===== config.mk =====
export PLATFORM = sky130hd
export DESIGN_NAME = macc_cell
export DESIGN_NICKNAME = d
export VERILOG_FILES = /design/src/rtl/macc_cfg_pkg.sv /design/src/rtl/macc_term.sv /design/src/rtl/macc_bitcount.sv /design/src/rtl/macc_accum.sv /design/src/rtl/macc_cell.sv
export SDC_FILE = /design/constraint.sdc
export NUM_CORES = 1
export LEC_CHECK = 0
export BUFFER_PORTS_ARGS = -buffer_cell sky130_fd_sc_hd__buf_2
export CELL_PAD_IN_SITES_DETAIL_PLACEMENT = 2
export CELL_PAD_IN_SITES_GLOBAL_PLACEMENT = 2
export CORE_MARGIN = 1.5
export CORE_UTILIZATION = 33
export DETAILED_ROUTE_END_ITERATION = 12
export GPL_TIMING_DRIVEN = 0
export PLACE_DENSITY_LB_ADDON = 0.1
export SLEW_MARGIN = 40
export SYNTH_ARGS = -nofsm -noshare
export SYNTH_HDL_FRONTEND = slang
export SYNTH_HIERARCHICAL = 1
export SYNTH_SLANG_ARGS = --single-unit

===== constraint.sdc =====
create_clock -name vclk -period 8.4
set_clock_uncertainty 0.2 [all_clocks]
set_input_delay 1.26 -clock vclk [all_inputs]
set_output_delay 1.26 -clock vclk [all_outputs]
set_load 0.005 [all_outputs]

===== src/rtl/macc_cfg_pkg.sv =====
package macc_cfg_pkg;

    localparam int CFG_MAX = 512;
    localparam int HDR_W   = 4;

    typedef logic [CFG_MAX-1:0] cfgvec_t;

    function automatic int hdr_n(cfgvec_t c);
        return int'(c[HDR_W-1:0]);
    endfunction

    function automatic int rec_w(int n);
        return 2 + 2 * n;
    endfunction

    function automatic int term_cnt(int cfg_w, int n);
        return (cfg_w - HDR_W) / rec_w(n);
    endfunction

    function automatic int rec_base(int k, int n);
        return HDR_W + k * rec_w(n);
    endfunction

    function automatic int field_at(cfgvec_t c, int pos, int n);
        int v;
        v = 0;
        for (int i = 0; i < n; i++) begin
            if (c[pos + i]) v = v | (1 << i);
        end
        return v;
    endfunction

    function automatic bit term_sgn(cfgvec_t c, int k, int n);
        return c[rec_base(k, n)];
    endfunction

    function automatic bit term_sub(cfgvec_t c, int k, int n);
        return c[rec_base(k, n) + 1];
    endfunction

    function automatic int term_sa(cfgvec_t c, int k, int n);
        return field_at(c, rec_base(k, n) + 2, n);
    endfunction

    function automatic int term_sb(cfgvec_t c, int k, int n);
        return field_at(c, rec_base(k, n) + 2 + n, n);
    endfunction

    function automatic int term_off(cfgvec_t c, int k, int n);
        int s;
        s = 0;
        for (int j = 0; j < k; j++) begin
            s = s + term_sa(c, j, n) + term_sb(c, j, n);
        end
        return s;
    endfunction

endpackage


===== src/rtl/macc_term.sv =====
module macc_term #(
    parameter int RES_W = 16,
    parameter int SA    = 4,
    parameter int SB    = 4,
    parameter bit SGN   = 1'b0,
    localparam int TW   = SA + SB
) (
    input  logic [TW-1:0]    fld,
    output logic [RES_W-1:0] val
);

    logic [RES_W-1:0] a_ext;
    logic [RES_W-1:0] b_ext;

    if (SA > 0) begin : g_a
        logic [SA-1:0] a_raw;
        assign a_raw = fld[SA-1:0];
        if (SGN) begin : g_sx
            assign a_ext = RES_W'($signed(a_raw));
        end else begin : g_zx
            assign a_ext = RES_W'(a_raw);
        end
    end else begin : g_a_none
        assign a_ext = '0;
    end

    if (SB > 0) begin : g_b
        logic [SB-1:0] b_raw;
        assign b_raw = fld[TW-1:SA];
        if (SGN) begin : g_sx
            assign b_ext = RES_W'($signed(b_raw));
        end else begin : g_zx
            assign b_ext = RES_W'(b_raw);
        end
        assign val = a_ext * b_ext;
    end else begin : g_pass
        assign b_ext = '0;
        assign val   = a_ext;
    end

endmodule


===== src/rtl/macc_bitcount.sv =====
module macc_bitcount #(
    parameter int BIT_W = 3,
    parameter int RES_W = 16
) (
    input  logic [BIT_W-1:0] bits,
    output logic [RES_W-1:0] count
);

    always_comb begin
        count = '0;
        for (int i = 0; i < BIT_W; i++) begin
            count = count + RES_W'(bits[i]);
        end
    end

endmodule


===== src/rtl/macc_accum.sv =====
module macc_accum #(
    parameter int             TS       = 4,
    parameter int             RES_W    = 16,
    parameter logic [TS-1:0]  SUB_MASK = '0
) (
    input  logic [TS-1:0][RES_W-1:0] term_val,
    input  logic [RES_W-1:0]         inc_count,
    output logic [RES_W-1:0]         result
);

    logic [TS:0][RES_W-1:0] acc;

    assign acc[0] = '0;

    for (genvar k = 0; k < TS; k++) begin : g_stage
        if (SUB_MASK[k]) begin : g_sub
            assign acc[k+1] = acc[k] - term_val[k];
        end else begin : g_add
            assign acc[k+1] = acc[k] + term_val[k];
        end
    end

    assign result = acc[TS] + inc_count;

endmodule


===== src/rtl/macc_cell.sv =====
module macc_cell
    import macc_cfg_pkg::*;
#(
    parameter int               CFG_W  = 44,
    parameter logic [CFG_W-1:0] CFG    = {4'd0, 4'd5, 1'b1, 1'b1,
                                          4'd0, 4'd6, 1'b0, 1'b0,
                                          4'd5, 4'd3, 1'b1, 1'b0,
                                          4'd4, 4'd4, 1'b0, 1'b1,
                                          4'd4},
    parameter int               OPND_W = 27,
    parameter int               BIT_W  = 3,
    parameter int               RES_W  = 16
) (
    input  logic [OPND_W-1:0] opnd_bus,
    input  logic [BIT_W-1:0]  inc_bits,
    output logic [RES_W-1:0]  result
);

    localparam cfgvec_t CFGX = cfgvec_t'(CFG);
    localparam int N    = hdr_n(CFGX);
    localparam int T    = term_cnt(CFG_W, N);
    localparam int TS   = (T > 0) ? T : 1;
    localparam int USED = term_off(CFGX, T, N);

    if (CFG_W > CFG_MAX) begin : g_err_big
        $error("configuration longer than supported maximum");
    end
    if (CFG_W < HDR_W || ((CFG_W - HDR_W) % rec_w(N)) != 0) begin : g_err_len
        $error("configuration length is not header plus whole records");
    end
    if (USED != OPND_W) begin : g_err_bus
        $error("operand bus width differs from sum of declared sizes");
    end

    function automatic logic [TS-1:0] mk_sub_mask();
        logic [TS-1:0] m;
        m = '0;
        for (int k = 0; k < T; k++) begin
            m[k] = term_sub(CFGX, k, N);
        end
        return m;
    endfunction

    localparam logic [TS-1:0] SUB_MASK = mk_sub_mask();

    logic [TS-1:0][RES_W-1:0] term_val;
    logic [RES_W-1:0]         inc_count;

    for (genvar k = 0; k < TS; k++) begin : g_term
        localparam int  SA  = (k < T) ? term_sa(CFGX, k, N) : 0;
        localparam int  SB  = (k < T) ? term_sb(CFGX, k, N) : 0;
        localparam bit  SGN = (k < T) ? term_sgn(CFGX, k, N) : 1'b0;
        localparam int  OFF = term_off(CFGX, k, N);
        localparam int  TW  = SA + SB;
        if (TW > 0) begin : g_live
            macc_term #(
                .RES_W (RES_W),
                .SA    (SA),
                .SB    (SB),
                .SGN   (SGN)
            ) u_term (
                .fld (opnd_bus[OFF +: TW]),
                .val (term_val[k])
            );
        end else begin : g_idle
            assign term_val[k] = '0;
        end
    end

    macc_bitcount #(
        .BIT_W (BIT_W),
        .RES_W (RES_W)
    ) u_bitcount (
        .bits  (inc_bits),
        .count (inc_count)
    );

    macc_accum #(
        .TS       (TS),
        .RES_W    (RES_W),
        .SUB_MASK (SUB_MASK)
    ) u_accum (
        .term_val  (term_val),
        .inc_count (inc_count),
        .result    (result)
    );

endmodule


# [Word level (Yosys, flattened, before mapping)]
# Index checks and enable logic that the tools add are counted.
[word_totals] ff_bits=0 out_inout_bits=16 latchBits=0 ramBits=0 romBits=0 wordCells=8 n_memories=0
[op_classes] multipliers=2 order_cmp=0 n_reduce_logical=0 n_addsub=6 muxes=0 shifts=0 n_eq_ne=0 n_bitwise=0 n_div=0
[ops] op="16-bit by 1-bit adder with 16-bit output" n=1
[ops] op="16-bit adder" n=1
[ops] op="16-bit by 6-bit adder with 16-bit output" n=1
[ops] op="16-bit subtractor" n=1
[ops] op="8-bit by 9-bit subtractor with 10-bit output" n=1
[ops] op="3-bit by 5-bit multiplier with 8-bit output" n=1
[ops] op="4-bit by 4-bit multiplier with 8-bit output" n=1
[ops] op="1-bit by 1-bit adder with 2-bit output" n=1

# [Longest topological paths before layout]
# Gate-level depths: netlist (run 1).
[depth] word_depth=5 mapped_depth=22 ltp_nobuf=21

# [Cells and area by module]
# Netlist (run 1), hierarchy kept.
[by_module_without_submodules] module="macc_accum" area_each_um2=2001.9 cells_per_inst=244 n_inst=1
[by_module_without_submodules] module="macc_term at g_term[0].g_live.u_term" area_each_um2=625.6 cells_per_inst=67 n_inst=1
[by_module_without_submodules] module="macc_term at g_term[1].g_live.u_term" area_each_um2=401.6 cells_per_inst=52 n_inst=1
[by_module_without_submodules] module="macc_bitcount" area_each_um2=128.9 cells_per_inst=16 n_inst=1
[by_module_without_submodules] module="macc_term at g_term[2].g_live.u_term" area_each_um2=123.9 cells_per_inst=17 n_inst=1
[by_module_without_submodules] module="macc_term at g_term[3].g_live.u_term" area_each_um2=120.1 cells_per_inst=16 n_inst=1

# [Worst setup path before layout (run 1)]
# OpenSTA, ideal clock, no wires.
[synth_path] path_kind="input to output" from="input port opnd_bus[0]" to="output port result[12]" stages=21 t_arrival_ns=6.614 slack_ns=0.326 t_required_ns=6.940 path_cell_list="nand2b_1 fa_1 fa_1 fa_1 inv_1 ha_1 fa_1 a21o_1 a21oi_1 xnor2_1 buf_4 fa_1 inv_1 fa_1 inv_1 ha_1 and3_1 and2_2 a211o_1 a21oi_2 xnor2_1"
[synth_lines] item="start: declaration" line="macc_cell.sv:14" source="input logic [OPND_W-1:0] opnd_bus,"
[synth_lines] item="end: declaration" line="macc_cell.sv:16" source="output logic [RES_W-1:0] result"

==> flow_metrics.py, run 1 <==
metrics = {
    "outcome": {
        "status": "completed",
    },
    "sta": {
        "timing.final.ws_setup_ns": 0.0867,
        "fin_crit_sh": 0.990,
        "max_freq_mhz": 120,
        "rsz0062_at_grt": "yes",
        "period_needed_ns": 8.31,
        "hold_violations": 0,
        "finalSetupViolations": 0,
        "slew_viol_final": 0,
    },
    "yosys": {
        "ys_seq_area_frac": 0,
        "synthDominantCellAreaShare": 0.347,
        "syn-cell-area_um2": 3400,
        "yosysWarnings": 6,
        "synth_area_leaders": "fa_1, inv_1, buf_4",
        "synth_top_cell_by_area": "fa_1",
        "avgSynthCellArea_um2": 8.26,
        "synthDistinctLibCells": 38,
        "synthCells": 412,
    },
    "final_layout": {
        "layout_commonest_cell": "inv_1",
        "syn_to_final_growth_pct": 24.2,
        "fillCellCount": 1142,
        "nNetsFinal": 613,
        "regArea_um2": 0,
        "diodes": 0,
        "num-clock-buffers": 0,
        "seq_cell_count": 0,
        "final_cell_mix": "inv_1, buf_4, fa_1, conb_1, buf_2",
        "drive_above_1_share": 0.309,
        "multi_input_area_um2": 2810,
    },
    "floorplanning": {
        "chipWidth_um": 105,
        "num_rows": 36,
        "ios": 46,
        "dieArea_um2": 10900,
        "die_y_um": 105,
        "core_area_um2": 9860,
        "start_util": 0.345,
    },
    "routing": {
        "drc_errors": 0,
        "vias": 2616,
        "vias_per_cell": 4.21,
        "dr.pass1.iters": 4,
        "drt_iter0_drc": 38,
        "wl_um": 7570,
        "ant_nets": 0,
        "post_drt_wl_per_cell_um": 12.2,
    },
    "worst_setup_path": {
        "worstSetupEndpointType": "output port",
        "critPathArrivalTime_ns": 6.85,
        "critical_path.max_stage_delay_ns": 0.57,
        "worstPathMaxFanout": 4,
        "critPathKind": "input port to output port",
        "cp.required_ns": 6.94,
        "critical_path.startpoint": "opnd_bus[0]",
        "startpoint_type": "input port",
        "cp_slowest_cell": "fa_1",
        "crit_chain": "buf_8 > nand2b_4 > fa_1 > fa_1 > fa_1 > inv_2 > ha_4 > fa_2 > a21o_1 > a21oi_4 > buf_6 > xnor2_4 > buf_6 > inv_2 > fa_1 > fa_1 > inv_2 > ha_4 > or4_4 > o32a_1 > xnor2_2 > buf_2",
        "endpoint": "result[15]",
        "crit_top_cell": "fa_1",
    },
    "global_routing": {
        "grt_pass1_vias": 2908,
        "grt_first_pass_wirelength_um": 12900,
        "grt_use_total": 0.141,
        "overflow": 0,
        "antenna_found_initial": 0,
        "grt_max_degree": 13,
    },
    "placement": {
        "place_congestion": 0.732,
        "port_buffers": 35,
        "hpwlAfterDp_um": 6470,
        "dp_slack_ns": -0.487,
    },
    "min_path": {
        "hp-class": "input port to output port",
    },
    "job": {
        "max_cap_viol_count": 0,
    },
    "cts": {
        "hold_buffers": 0,
    },
}
worst max-delay path: cells and delay by family:
kind            cells  cell delay, ns
xor+xnor            2            0.35
buf+inv             7            0.66
simple gates        2            0.65
fa+ha+maj           8            3.17
compound gates      3            0.76
final cells by class:
class	instances	area share
plain buffers	62	0.114
multi-input cells	250	0.665
repair buffers	46	0.0664
inverters	130	0.116
well taps	133	0.0394
synth_stat cells, drive strengths merged (2+ instances only):
library cell,count
o21ai,5
a21oi,16
fa,59
or4,2
o211ai,2
a211o,4
ha,34
inv,130
and3,2
o21bai,2
a21o,6
buf,62
conb,3
xor2,4
and2,17
nor2,11
nand2b,2
xnor2,21
nand2,16
o21a,2
what timing repair did:
action,in CTS,in global routing
hold endpoints to repair,0,0
setup buffers,4,7
setup endpoints to repair,7,6
cloned,1,0
gates resized for setup,31,27
pin swaps,15,27
through the flow:
step                setup TNS, ns  cells  hold slack, ns  cell area (um2)   util
floorplan                       0    441            2.57             3510      -
global placement            -2.41    609            2.65             3850  0.391
detailed placement          -2.36    609            2.65             3860  0.391
CTS                     -0.000751    614            2.65             4070  0.413
global route               -0.259    621            2.66             4220  0.428
finish                          0    621            2.65             4220  0.428
cells by family (layout without fill, tap and decap cells):
| logic type | after synthesis | in the layout | share of synthesized area |
|---|---|---|---|
| AND/OR/NAND/NOR | 55 | 55 | 0.0842 |
| AO/OA/AOI/OAI | 43 | 43 | 0.0868 |
| XOR/XNOR | 26 | 27 | 0.0732 |
| adder cells (fa/ha/maj) | 93 | 93 | 0.472 |
| buffers and inverters | 192 | 238 | 0.280 |
| other | 3 | 32 | 0.00331 |
worst min path at each step:
| stage | startpoint | end | slack [ns] | depth (start not counted) |
|---|---|---|---|---|
| floorplan | opnd_bus[16] | result[0] | 2.57 | 2 |
| global placement | opnd_bus[16] | result[0] | 2.65 | 3 |
| detailed placement | opnd_bus[16] | result[0] | 2.65 | 3 |
| CTS | opnd_bus[16] | result[0] | 2.65 | 3 |
| global route | opnd_bus[16] | result[0] | 2.66 | 3 |
| finish | opnd_bus[16] | result[0] | 2.65 | 3 |
per-layer routing:
metal	track usage	wire length (um)	up-vias
met3	0.00312	117	0
met1	0.166	2850	1320
met4	0	0	0
met2	0.295	4600	29
li1	-	-	1267
met5	0	0	-
Power of run 1 is left out: the tool's default activity adds up to more than one toggle a clock period on the data nets, which glitch-free logic cannot reach.
==> run 2: changes to the inputs <==
--- a/config.mk
+++ b/config.mk
@@ -9,12 +9,11 @@
 export CELL_PAD_IN_SITES_DETAIL_PLACEMENT = 2
 export CELL_PAD_IN_SITES_GLOBAL_PLACEMENT = 2
 export CORE_MARGIN = 1.5
-export CORE_UTILIZATION = 33
+export CORE_UTILIZATION = 32
 export DETAILED_ROUTE_END_ITERATION = 12
 export GPL_TIMING_DRIVEN = 0
 export PLACE_DENSITY_LB_ADDON = 0.1
 export SLEW_MARGIN = 40
 export SYNTH_ARGS = -nofsm -noshare
 export SYNTH_HDL_FRONTEND = slang
-export SYNTH_HIERARCHICAL = 1
 export SYNTH_SLANG_ARGS = --single-unit
==> run 2 against run 1 <==
Effect of this change:
- the flow now finishes with violations (negative setup slack)
- global-route usage rose by 3.5 points
- die area decreased by 29%
- cell area fell by 23%
- sequential share of layout area unchanged
- synthesized cell count fell by 34%
- critical path depth rose by 6
- setup slack worse by 0.43 ns
- flip-flop and latch count is the same
- non-clock buffer count fell by 46
==> flow_metrics.py, run 2 <==
metrics = {
    "outcome": {
        "status": "complete, but fails checks",
        "violations": "negative setup slack",
    },
    "final_layout": {
        "nNetsFinal": 445,
        "final_cell_mix": "inv_1, buf_2, fa_1, ha_1, nand2_1",
        "layout_commonest_cell": "inv_1",
        "seq_cell_count": 0,
        "fin_util": 0.470,
        "drive_above_1_share": 0.369,
        "regArea_um2": 0,
        "num-clock-buffers": 0,
        "diodes": 0,
        "syn_to_final_growth_pct": 39.7,
        "finalNonFillerCells": 427,
    },
    "sta": {
        "hold_violations": 0,
        "worst-slew-pin-transition_ns": 0.576,
        "timing.final.ws_setup_ns": -0.338,
        "rsz0062_at_grt": "yes",
        "relSlewSlack": 0.612,
        "finalSetupViolations": 7,
        "slew_viol_final": 0,
        "fin_crit_sh": 1.04,
        "period_needed_ns": 8.74,
        "max_freq_mhz": 114,
    },
    "worst_setup_path": {
        "crit_top_cell": "fa_1",
        "critical_path.max_stage_delay_ns": 0.55,
        "critPathKind": "input port to output port",
        "critPathArrivalTime_ns": 7.28,
        "worstSetupEndpointType": "output port",
        "worstPathMaxFanout": 5,
        "cp_slowest_cell": "nor4_1",
        "cp.required_ns": 6.94,
        "startpoint_type": "input port",
    },
    "routing": {
        "wl_um": 6910,
        "vias": 2040,
        "drc_errors": 0,
        "vias_per_cell": 4.78,
        "ant_nets": 0,
        "dr.pass1.iters": 3,
        "drt_iter0_drc": 10,
        "post_drt_wl_per_cell_um": 16.2,
    },
    "placement": {
        "hpwlAfterDp_um": 5040,
        "dp.cells": 413,
        "place_congestion": 0.722,
        "dp_slack_ns": -0.740,
        "port_buffers": 46,
    },
    "cts": {
        "hold_buffers": 0,
    },
    "min_path": {
        "hp-class": "input port to output port",
    },
    "yosys": {
        "syn-cell-area_um2": 2320,
        "synthCells": 271,
        "yosys-top-cells-count": "inv_1, ha_1, fa_1, nand2_1",
        "yosysWarnings": 0,
        "synthDominantCellAreaShare": 0.284,
        "synthMostInstantiatedCell": "inv_1",
        "ys_seq_area_frac": 0,
        "synthesis.nets": 383,
        "synthDistinctLibCells": 38,
        "synth_top_cell_by_area": "fa_1",
        "avgSynthCellArea_um2": 8.58,
        "synth_area_leaders": "fa_1, ha_1, inv_1",
    },
    "floorplanning": {
        "ios": 46,
        "dieArea_um2": 7790,
        "start_util": 0.337,
        "die_y_um": 88.2,
        "chipWidth_um": 88.2,
        "core_area_um2": 6910,
        "num_rows": 30,
    },
    "global_routing": {
        "grt_use_total": 0.175,
        "grt_max_degree": 11,
        "grt_pass1_vias": 2322,
        "grt_first_pass_wirelength_um": 10900,
        "overflow": 0,
        "antenna_found_initial": 0,
    },
    "job": {
        "max_cap_viol_count": 0,
    },
}
## run 2: changes by cell type in the layout (fill, tap and decap cells not counted), sizes merged, moves of 3 or more
cell | before | now
a211o | 4 | 0
a21oi | 16 | 13
buf | 108 | 61
conb | 32 | 0
fa | 59 | 33
ha | 34 | 49
inv | 130 | 56
mux2i | 0 | 3
nand2 | 16 | 20
nand3 | 1 | 4
nor2 | 11 | 14
nor2b | 1 | 4
nor4 | 0 | 3
xnor2 | 22 | 16
## run 2: layout make-up
| class | instances | area, um2 |
|---|---|---|
| fillers | 779 | 3660 |
| inverters | 56 | 210 |
| multi-input cells | 213 | 2540 |
| plain buffers | 2 | 7.51 |
| repair buffers | 60 | 370 |
| well taps | 96 | 120 |
## run 2: routing by layer
layer  global-route usage  vias up  part of all wire
li1                     -      996                 -
met2                0.340       22              0.56
met3             0.000933        0             0.011
met1                0.229     1022              0.43
met4              0.00852        0                 0
met5                    0        -                 0
## run 2: per-stage QoR
stage               hold slack [ns]  setup TNS (ns)  instance area [um2]
floorplan                      2.54               0                 2370
global placement               2.71           -4.40                 2720
detailed placement             2.75           -5.25                 2720
CTS                            2.75           -1.77                 3080
global route                   2.77           -4.18                 3250
finish                         2.74           -1.81                 3250
## run 2: final timing paths
path,start,to,cells past startpoint
setup / recovery,opnd_bus[13],result[12],28
hold / removal,inc_bits[1],result[0],4
## run 2: repair_timing
| action | CTS | global route |
|---|---|---|
| endpoints found under the setup margin | 10 | 11 |
| gates resized for setup | 54 | 22 |
| pin swaps | 34 | 34 |
| setup buffers | 9 | 5 |
| hold endpoints to repair | 0 | 0 |
## run 2: kinds of logic after synthesis
family / synth area share
buf+inv: 0.0936
compound gates: 0.126
fa+ha+maj: 0.548
xor+xnor: 0.0786
mux: 0.0129
simple gates: 0.140
## run 2: critical path, delay by kind of cell
kind,cells,cell delay (ns)
xor+xnor,2,0.33
buf+inv,6,0.49
fa+ha+maj,10,3.36
compound gates,5,0.73
simple gates,5,1.12
Power of run 2 is left out for the same reason.
